$ cat config.mk
export PLATFORM = sky130hd
export DESIGN_NAME = bl_pwm
export DESIGN_NICKNAME = d
export VERILOG_FILES = /design/src/rtl/bl_pwm.sv
export SDC_FILE = /design/constraint.sdc
export NUM_CORES = 1
export LEC_CHECK = 0
export ABC_AREA = 1
export BUFFER_PORTS_ARGS = -buffer_cell sky130_fd_sc_hd__buf_2
export CORE_UTILIZATION = 56
export DETAILED_ROUTE_END_ITERATION = 8
export HOLD_SLACK_MARGIN = 0.15
export PLACE_DENSITY_LB_ADDON = 0.15
export SYNTH_ARGS = -nofsm -noshare
export SYNTH_HDL_FRONTEND = slang
export SYNTH_SLANG_ARGS = --single-unit
$ cat constraint.sdc
create_clock -name clk -period 2.7 [get_ports clk]
set_input_delay 0.135 -clock clk [delete_from_list [all_inputs] [get_ports clk]]
set_output_delay 0.135 -clock clk [all_outputs]
set_load 0.005 [all_outputs]
$ cat src/rtl/bl_pwm.sv
module bl_pwm #(
  parameter int DATA_W      = 32,
  parameter int ADDR_W      = 3,
  parameter int CNT_W       = 8,
  parameter int PS_W        = 3,
  parameter int PS_MAX      = 6,
  parameter int SYNC_STAGES = 2
) (
  input  logic              clk,
  input  logic              rst_n,
  input  logic              slow_tick,
  input  logic              sys_tick,
  input  logic [ADDR_W-1:0] bus_addr,
  input  logic              bus_we,
  input  logic [DATA_W-1:0] bus_wdata,
  output logic [DATA_W-1:0] bus_rdata,
  output logic              pwm_out
);
  localparam int PRE_W    = PS_MAX;
  localparam int DUTY_LSB = 8;
  localparam int POL_BIT  = 4;
  localparam logic [ADDR_W-1:0] A_GEN  = ADDR_W'(0);
  localparam logic [ADDR_W-1:0] A_EN   = ADDR_W'(1);
  localparam logic [ADDR_W-1:0] A_DIS  = ADDR_W'(2);
  localparam logic [ADDR_W-1:0] A_STAT = ADDR_W'(3);
  localparam logic [ADDR_W-1:0] A_CFG  = ADDR_W'(4);

  logic                   sel_sys_q, pol_q, run_q;
  logic [CNT_W-1:0]       duty_sh, duty_q, cnt_q;
  logic [PS_W-1:0]        ps_sh, ps_q, ps_eff;
  logic [PRE_W-1:0]       pre_q, pre_mask;
  logic [SYNC_STAGES-1:0] stat_pipe;
  logic                   status_w;

  wire wr_gen = bus_we && (bus_addr == A_GEN);
  wire wr_en  = bus_we && (bus_addr == A_EN);
  wire wr_dis = bus_we && (bus_addr == A_DIS);
  wire wr_cfg = bus_we && (bus_addr == A_CFG);
  wire unused_wdata = ^bus_wdata;

  wire tick  = sel_sys_q ? sys_tick : slow_tick;
  assign ps_eff   = (ps_sh > PS_W'(PS_MAX)) ? PS_W'(PS_MAX) : ps_sh;
  assign pre_mask = ~({PRE_W{1'b1}} << ps_q);
  wire ptick = run_q && tick && (pre_q == pre_mask);
  wire wrap  = ptick && (cnt_q == {CNT_W{1'b1}});

  assign status_w = stat_pipe[SYNC_STAGES-1];
  assign pwm_out  = (run_q && (cnt_q < duty_q)) ^ pol_q;

  always_ff @(posedge clk or negedge rst_n) begin
    if (!rst_n) begin
      sel_sys_q <= 1'b0;
      pol_q     <= 1'b0;
      run_q     <= 1'b0;
      duty_sh   <= '0;
      duty_q    <= '0;
      ps_sh     <= '0;
      ps_q      <= '0;
      cnt_q     <= '0;
      pre_q     <= '0;
      stat_pipe <= '0;
    end else begin
      if (wr_gen) sel_sys_q <= bus_wdata[0];
      if (wr_cfg) begin
        duty_sh <= bus_wdata[DUTY_LSB +: CNT_W];
        pol_q   <= bus_wdata[POL_BIT];
        ps_sh   <= bus_wdata[PS_W-1:0];
      end
      if (wr_dis && bus_wdata[0])     run_q <= 1'b0;
      else if (wr_en && bus_wdata[0]) run_q <= 1'b1;

      stat_pipe <= {stat_pipe[SYNC_STAGES-2:0], run_q};

      if (!run_q) begin
        pre_q <= '0;
        cnt_q <= '0;
      end else if (tick) begin
        pre_q <= (pre_q == pre_mask) ? '0 : pre_q + 1'b1;
        if (ptick) cnt_q <= cnt_q + 1'b1;
      end

      if (!run_q || wrap) begin
        duty_q <= duty_sh;
        ps_q   <= ps_eff;
      end
    end
  end

  always_comb begin
    bus_rdata = '0;
    case (bus_addr)
      A_GEN:  bus_rdata[0] = sel_sys_q;
      A_STAT: bus_rdata[0] = status_w;
      A_CFG: begin
        bus_rdata[DUTY_LSB +: CNT_W] = duty_sh;
        bus_rdata[POL_BIT]           = pol_q;
        bus_rdata[PS_W-1:0]          = ps_sh;
      end
      default: bus_rdata = '0;
    endcase
  end
endmodule

# Word level (Yosys, flattened, before mapping)
# Index checks and enable logic that the tools add are counted.
# totals
in_bits,40
latch_bits,0
reg_bits,41
ramBits,0
mem_count,0
out_inout_bits,33
word_cells,54
mem_bits_ro,0
# classes
div_mod_pow,0
mul,0
order_cmp,2
addsub,2
reduce_logical,15
bitwise_logic,2
n_mux,14
shifts,1
eq_ne,8
# op_table
operator,n
8-bit 2-to-1 mux,4
6-bit 2-to-1 mux,3
1-bit logical AND,10
8-bit by 1-bit adder with 8-bit output (second input constant),1
8-bit == test (second input constant),1
8-bit less-than comparator,1
6-bit by 1-bit adder with 6-bit output (second input constant),1
3-bit by 2-bit == test with 1-bit output (second input constant),2
6-bit == test,1
6-bit inverter,1
6-bit by 3-bit left shift with 6-bit output (first input constant),1
1-bit 2-to-1 mux,4
2-bit by 1-bit inequality test with 1-bit output (second input constant),2
3-bit by 1-bit == test with 1-bit output (second input constant),1
3-bit == test (second input constant),1
3-bit greater-than comparator (second input constant),1
3-bit logical NOT,1
3-bit 2-to-1 mux,1
1-bit case mux with 3 select lines,1
2-bit 2-to-1 mux,1
2-bit AND reduction,1
2-bit nonzero test,1
1-bit logical NOT,1
1-bit logical OR,1
1-bit bitwise XOR,1

# Depth between registers and ports, before layout
# depth
depth_word,7
ltp_mapped,11
mapped_depth_nobuf,10

# Worst setup path before layout
# No wires, ideal clock.
# synth_timing
path_kind,register -> output
start,register cnt_q[7]
end,output port pwm_out
t_arrival_ps,1289
n_path_buf,0
slack_ps,1276
t_required_ps,2565
path_stages_with_launch,7
path_cell_list,dfrtp_1 -> ha_1 -> nand2_1 -> inv_1 -> a221oi_1 -> nand3_1 -> nand2_1
# synth_via
elab_chain_cells,3
# synth_rtl
item,line_no,text
start: declaration,29,"logic [CNT_W-1:0] duty_sh, duty_q, cnt_q;"
start signal: assignment,79,if (ptick) cnt_q <= cnt_q + 1'b1;
8-bit less-than comparator,48,assign pwm_out = (run_q && (cnt_q < duty_q)) ^ pol_q;
1-bit logical AND,48,
1-bit bitwise XOR,48,
end: declaration,17,output logic pwm_out
# No other way between the ends.

# Worst setup path in the final report
# layout_timing
start,input port bus_we
end,register run_q
# layout_via
elab_chain_cells,3
elab_cells_between_ends,6
cone_classes,mux (1); reduce/logical (5)
# layout_rtl
item,line_no,text
start: declaration,14,"input logic bus_we,"
1-bit logical AND (on tied branches),"37, 36",
1-bit logical AND (on tied branches),"69, 70",
1-bit 2-to-1 mux / 2-bit nonzero test (equally long branches),-,
end signal: assignment,54,run_q <= 1'b0;
end signal: assignment,69,if (wr_dis && bus_wdata[0]) run_q <= 1'b0;
end signal: assignment,70,else if (wr_en && bus_wdata[0]) run_q <= 1'b1;
end: declaration,28,"logic sel_sys_q, pol_q, run_q;"
# Several ways; a longest one is shown, not always the timed one.
# A chain may end at the register's enable or synchronous reset.

==> metrics.md <==
| Metric | Value |
|---|---|
| Top Metal Used | met4 |
| CP Capture Type | register |
| Routed vias | between 2k and 2.5k |
| Worst-Skew Late Latency | 0.30 ns |
| Cts bufs inserted | 5 |
| Antenna Nets Post-Route | 0 |
| Htree depth | 2 |
| HP Class | primary input to register |
| Slowest stage cell on the critical path | dlygate4sd3_1 |
| CTS tree | yes |
| Status | finished, final reports clean |
| Final worst path period need | approximately 2.1 ns |
| Max-Cap Viols | 0 |
| Synth Instances | 317 |
| Pre-Repair DR Iteration Count | 4 |
| PD cells | 715 mW/mm^2 |
| DIE HEIGHT | around 70 um |
| Startpoint Class | primary input |
| Crit path buffers/inverters | 5 |
| GPL Wtd Cong | roughly 0.82 |
| Fraction of layout cells with a size suffix above 1 | 0.142 |
| Final Hold Viols | 0 |
| Worst path arrival time | approximately 2.3 ns |
| Hold Path Origin | bus_addr[1] |
| Worst path max stage delay | 0.57 ns |
| Boundary pin count | 73 |
| Post-synthesis register bit count | between 40 and 50 |
| RSZ-0062 raised after global routing | false |
| RR Endpoint | ps_q[2] |
| Grt ovf | 0 |
| Buffers on Ports | 32 |
| Clock Tree Buf Depth | 2 |
| R2R Setup Slk | 0.82 ns |
| Setup TNS | 0 ns |
| Root Driver | clkbuf_8 |
| Critical-path maximum fanout | 3 |
| Cells along the critical path | dlygate4sd3_1 -> buf_2 -> inv_1 -> nor3_1 -> nand3_1 -> dlygate4sd3_1 -> a21oi_1 -> dlygate4sd3_1 |
| # clock sinks | a little over 40 |
| Hold Crit Depth | 4 |
| Max Clock Freq | approximately 480 MHz |
| Worst slew margin | 0.399 |
| Leakage | 1.49 nW |
| Final period util | 0.766 |
| CTS resizes | 0 |
| Drt total wl | between 4000 and 5000 um |
| YS warnings | 0 |
| Kind of cell adding the most delay to the critical path | buffers and inverters |
| First-pass GRT wire length | roughly 8400 um |
| Initial antenna violation count | 0 |
| Die width | 68.6 um |
| Reg-to-Reg Start | cnt_q[1] |
| Most frequent CP cell | dlygate4sd3_1 |
| Antenna diodes | 0 |
| Clk slew on worst S/H paths | around 0.080 ns |
| Avg WL per Cell | between 10 and 15 um |
| CP Data Required Time | 2.94 ns |
| DP HPWL | 3230 um |
| Nets | just over 400 |
| Final hold slack | around 0.25 ns |
| Cell variety after synth | 36 |
| Register area share after synthesis | 0.414 |
| Worst Hold End | sel_sys_q |
| Mapped Area | ~0.0025 mm^2 |
| Setup CP Type | primary input to register |
| Gr usage total | 0.250 |
| DR iter-0 viols | 76 |
| Clock Skew | between 0.002 and 0.0025 ns |
| WL met2 | 2410 um |
| Metal3 WL | 201 um |
| Rows | 23 |
| Largest net degree at the start of global routing | 42 |
| Via density | 5.00 |
| Fin. max-slew vios | 0 |
| Max VDD drop | approximately 0.46 mV |
| Syn Area/Cell | a little under 8 um^2 |
| Full die area | approximately 0.0047 mm^2 |
| Setup Buffers After CTS | 0 |
| Starting Density | 0.603 |
| Post-cts hold buffer count | 16 |
| Area delta synth->final | 13.3% |
| Cell count of the worst reg-to-reg path | 8 |
| Worst-margin pin slew | 0.902 ns |
| Setup violators final | 0 |
| Vias in the first global route | ~1.9k |
| Core Area | 0.00412 mm^2 |
| Wire length on met1 | 2290 um |
| Remaining DRCs | 0 |
[cells by family after synthesis]
group,share of synthesized area
and+or+nand+nor,0.278
other,0.00151
adders and majority gates,0.0454
AOI/OAI and AO/OA,0.0706
DFF,0.414
xor gates and xnor gates,0.0353
buffers and inverters,0.155
[power breakdown]
part | switching, mW | total (mW) | internal, mW
combinational | 0.459 | 0.729 | 0.270
clock | 0.229 | 0.411 | 0.182
sequential | 0.113 | 0.870 | 0.757
total | 0.801 | 2.01 | 1.21
[area by class of cell]
cell class,instances,area (um^2)
timing repair buffer,50,335
fill,349,1310
sequential,41,1030
multi-input combinational,224,1140
inverter,42,158
clock buffer,6,72.6
tap,50,62.6
clock inverter,2,15.0
[cells in the mapped netlist, drive strengths merged]
cell	count	area [um^2]
o22ai	4	25.0
inv	41	154
xor2	8	70.1
ha	9	113
clkinv	1	3.75
nand2	59	231
nand4	1	6.26
nor3b	1	7.51
buf	25	209
a221oi	1	8.76
dfrtp	41	1030
nor3	4	20.0
nor4	1	6.26
a21oi	15	75.1
nor2	44	180
conb	1	3.75
nand3	43	233
clkbuf	4	18.8
and2	1	6.26
o221ai	1	8.76
o21ai	10	57.6
xnor2	2	17.5
[placed cells by master, fill, tap and decap left out, types with 2 or more instances in the layout]
master | netlist | final
dfrtp_1 | 41 | 41
buf_4 | 21 | 2
conb_1 | 1 | 20
xor2_1 | 8 | 8
nor3_1 | 4 | 4
a21oi_1 | 15 | 15
dlygate4sd3_1 | 0 | 16
buf_2 | 1 | 32
o21ai_2 | 2 | 2
nand2_1 | 57 | 57
ha_1 | 9 | 9
clkbuf_8 | 0 | 5
xnor2_1 | 2 | 2
clkinvlp_4 | 0 | 2
o21ai_0 | 7 | 7
nand3_1 | 41 | 41
inv_1 | 40 | 40
o22ai_1 | 4 | 4
nor2_1 | 40 | 40
nor2_2 | 3 | 3
[how the worst max path moves through the flow]
stage	slack, ns	cells after the start	to	from
2_1_floorplan	1.28	6	pwm_out	cnt_q[7]
3_3_place_gp	0.89	8	duty_q[5]	cnt_q[1]
3_5_place_dp	0.87	8	duty_q[3]	cnt_q[1]
4_1_cts	0.66	8	run_q	bus_we
5_1_grt	0.51	8	run_q	bus_we
6_report	0.63	8	run_q	bus_we
[metrics by stage]
step                      instances  setup slack, ns  instance area [um^2]  utilization  total power, mW
final                           415            0.632                  2810        0.683             2.01
after global routing            415            0.512                  2810        0.683             2.18
after CTS                       415            0.658                  2810        0.683             2.01
after detailed placement        391            0.872                  2560        0.623             1.58
after global placement          391            0.885                  2560        0.623             1.55
after floorplan                 336             1.28                  2550            -             1.47
[worst reg2reg max path: stages (launching register included)]
cell and delay (ns):
dfrtp_1 0.42, ha_1 0.19, nand2_1 0.05, inv_1 0.07
nand2_1 0.11, nor3_1 0.25, nand4_1 0.42, nand3_1 0.21
nand2_1 0.07
[state kept, by name (all words and copies together) (netlist names)]
| signal | flops |
|---|---|
| cnt_q | 8 |
| duty_q | 8 |
| duty_sh | 8 |
| pol_q | 1 |
| pre_q | 6 |
| ps_q | 3 |
| ps_sh | 3 |
| run_q | 1 |
| sel_sys_q | 1 |
| stat_pipe | 2 |
[per-layer routing]
layer,track usage,up-vias
li1,-,1062
met1,0.317,949
met2,0.414,56
met3,0.0724,8
met4,0.0651,0
met5,0,-
Note: power is estimated with default switching activity, not from simulation.
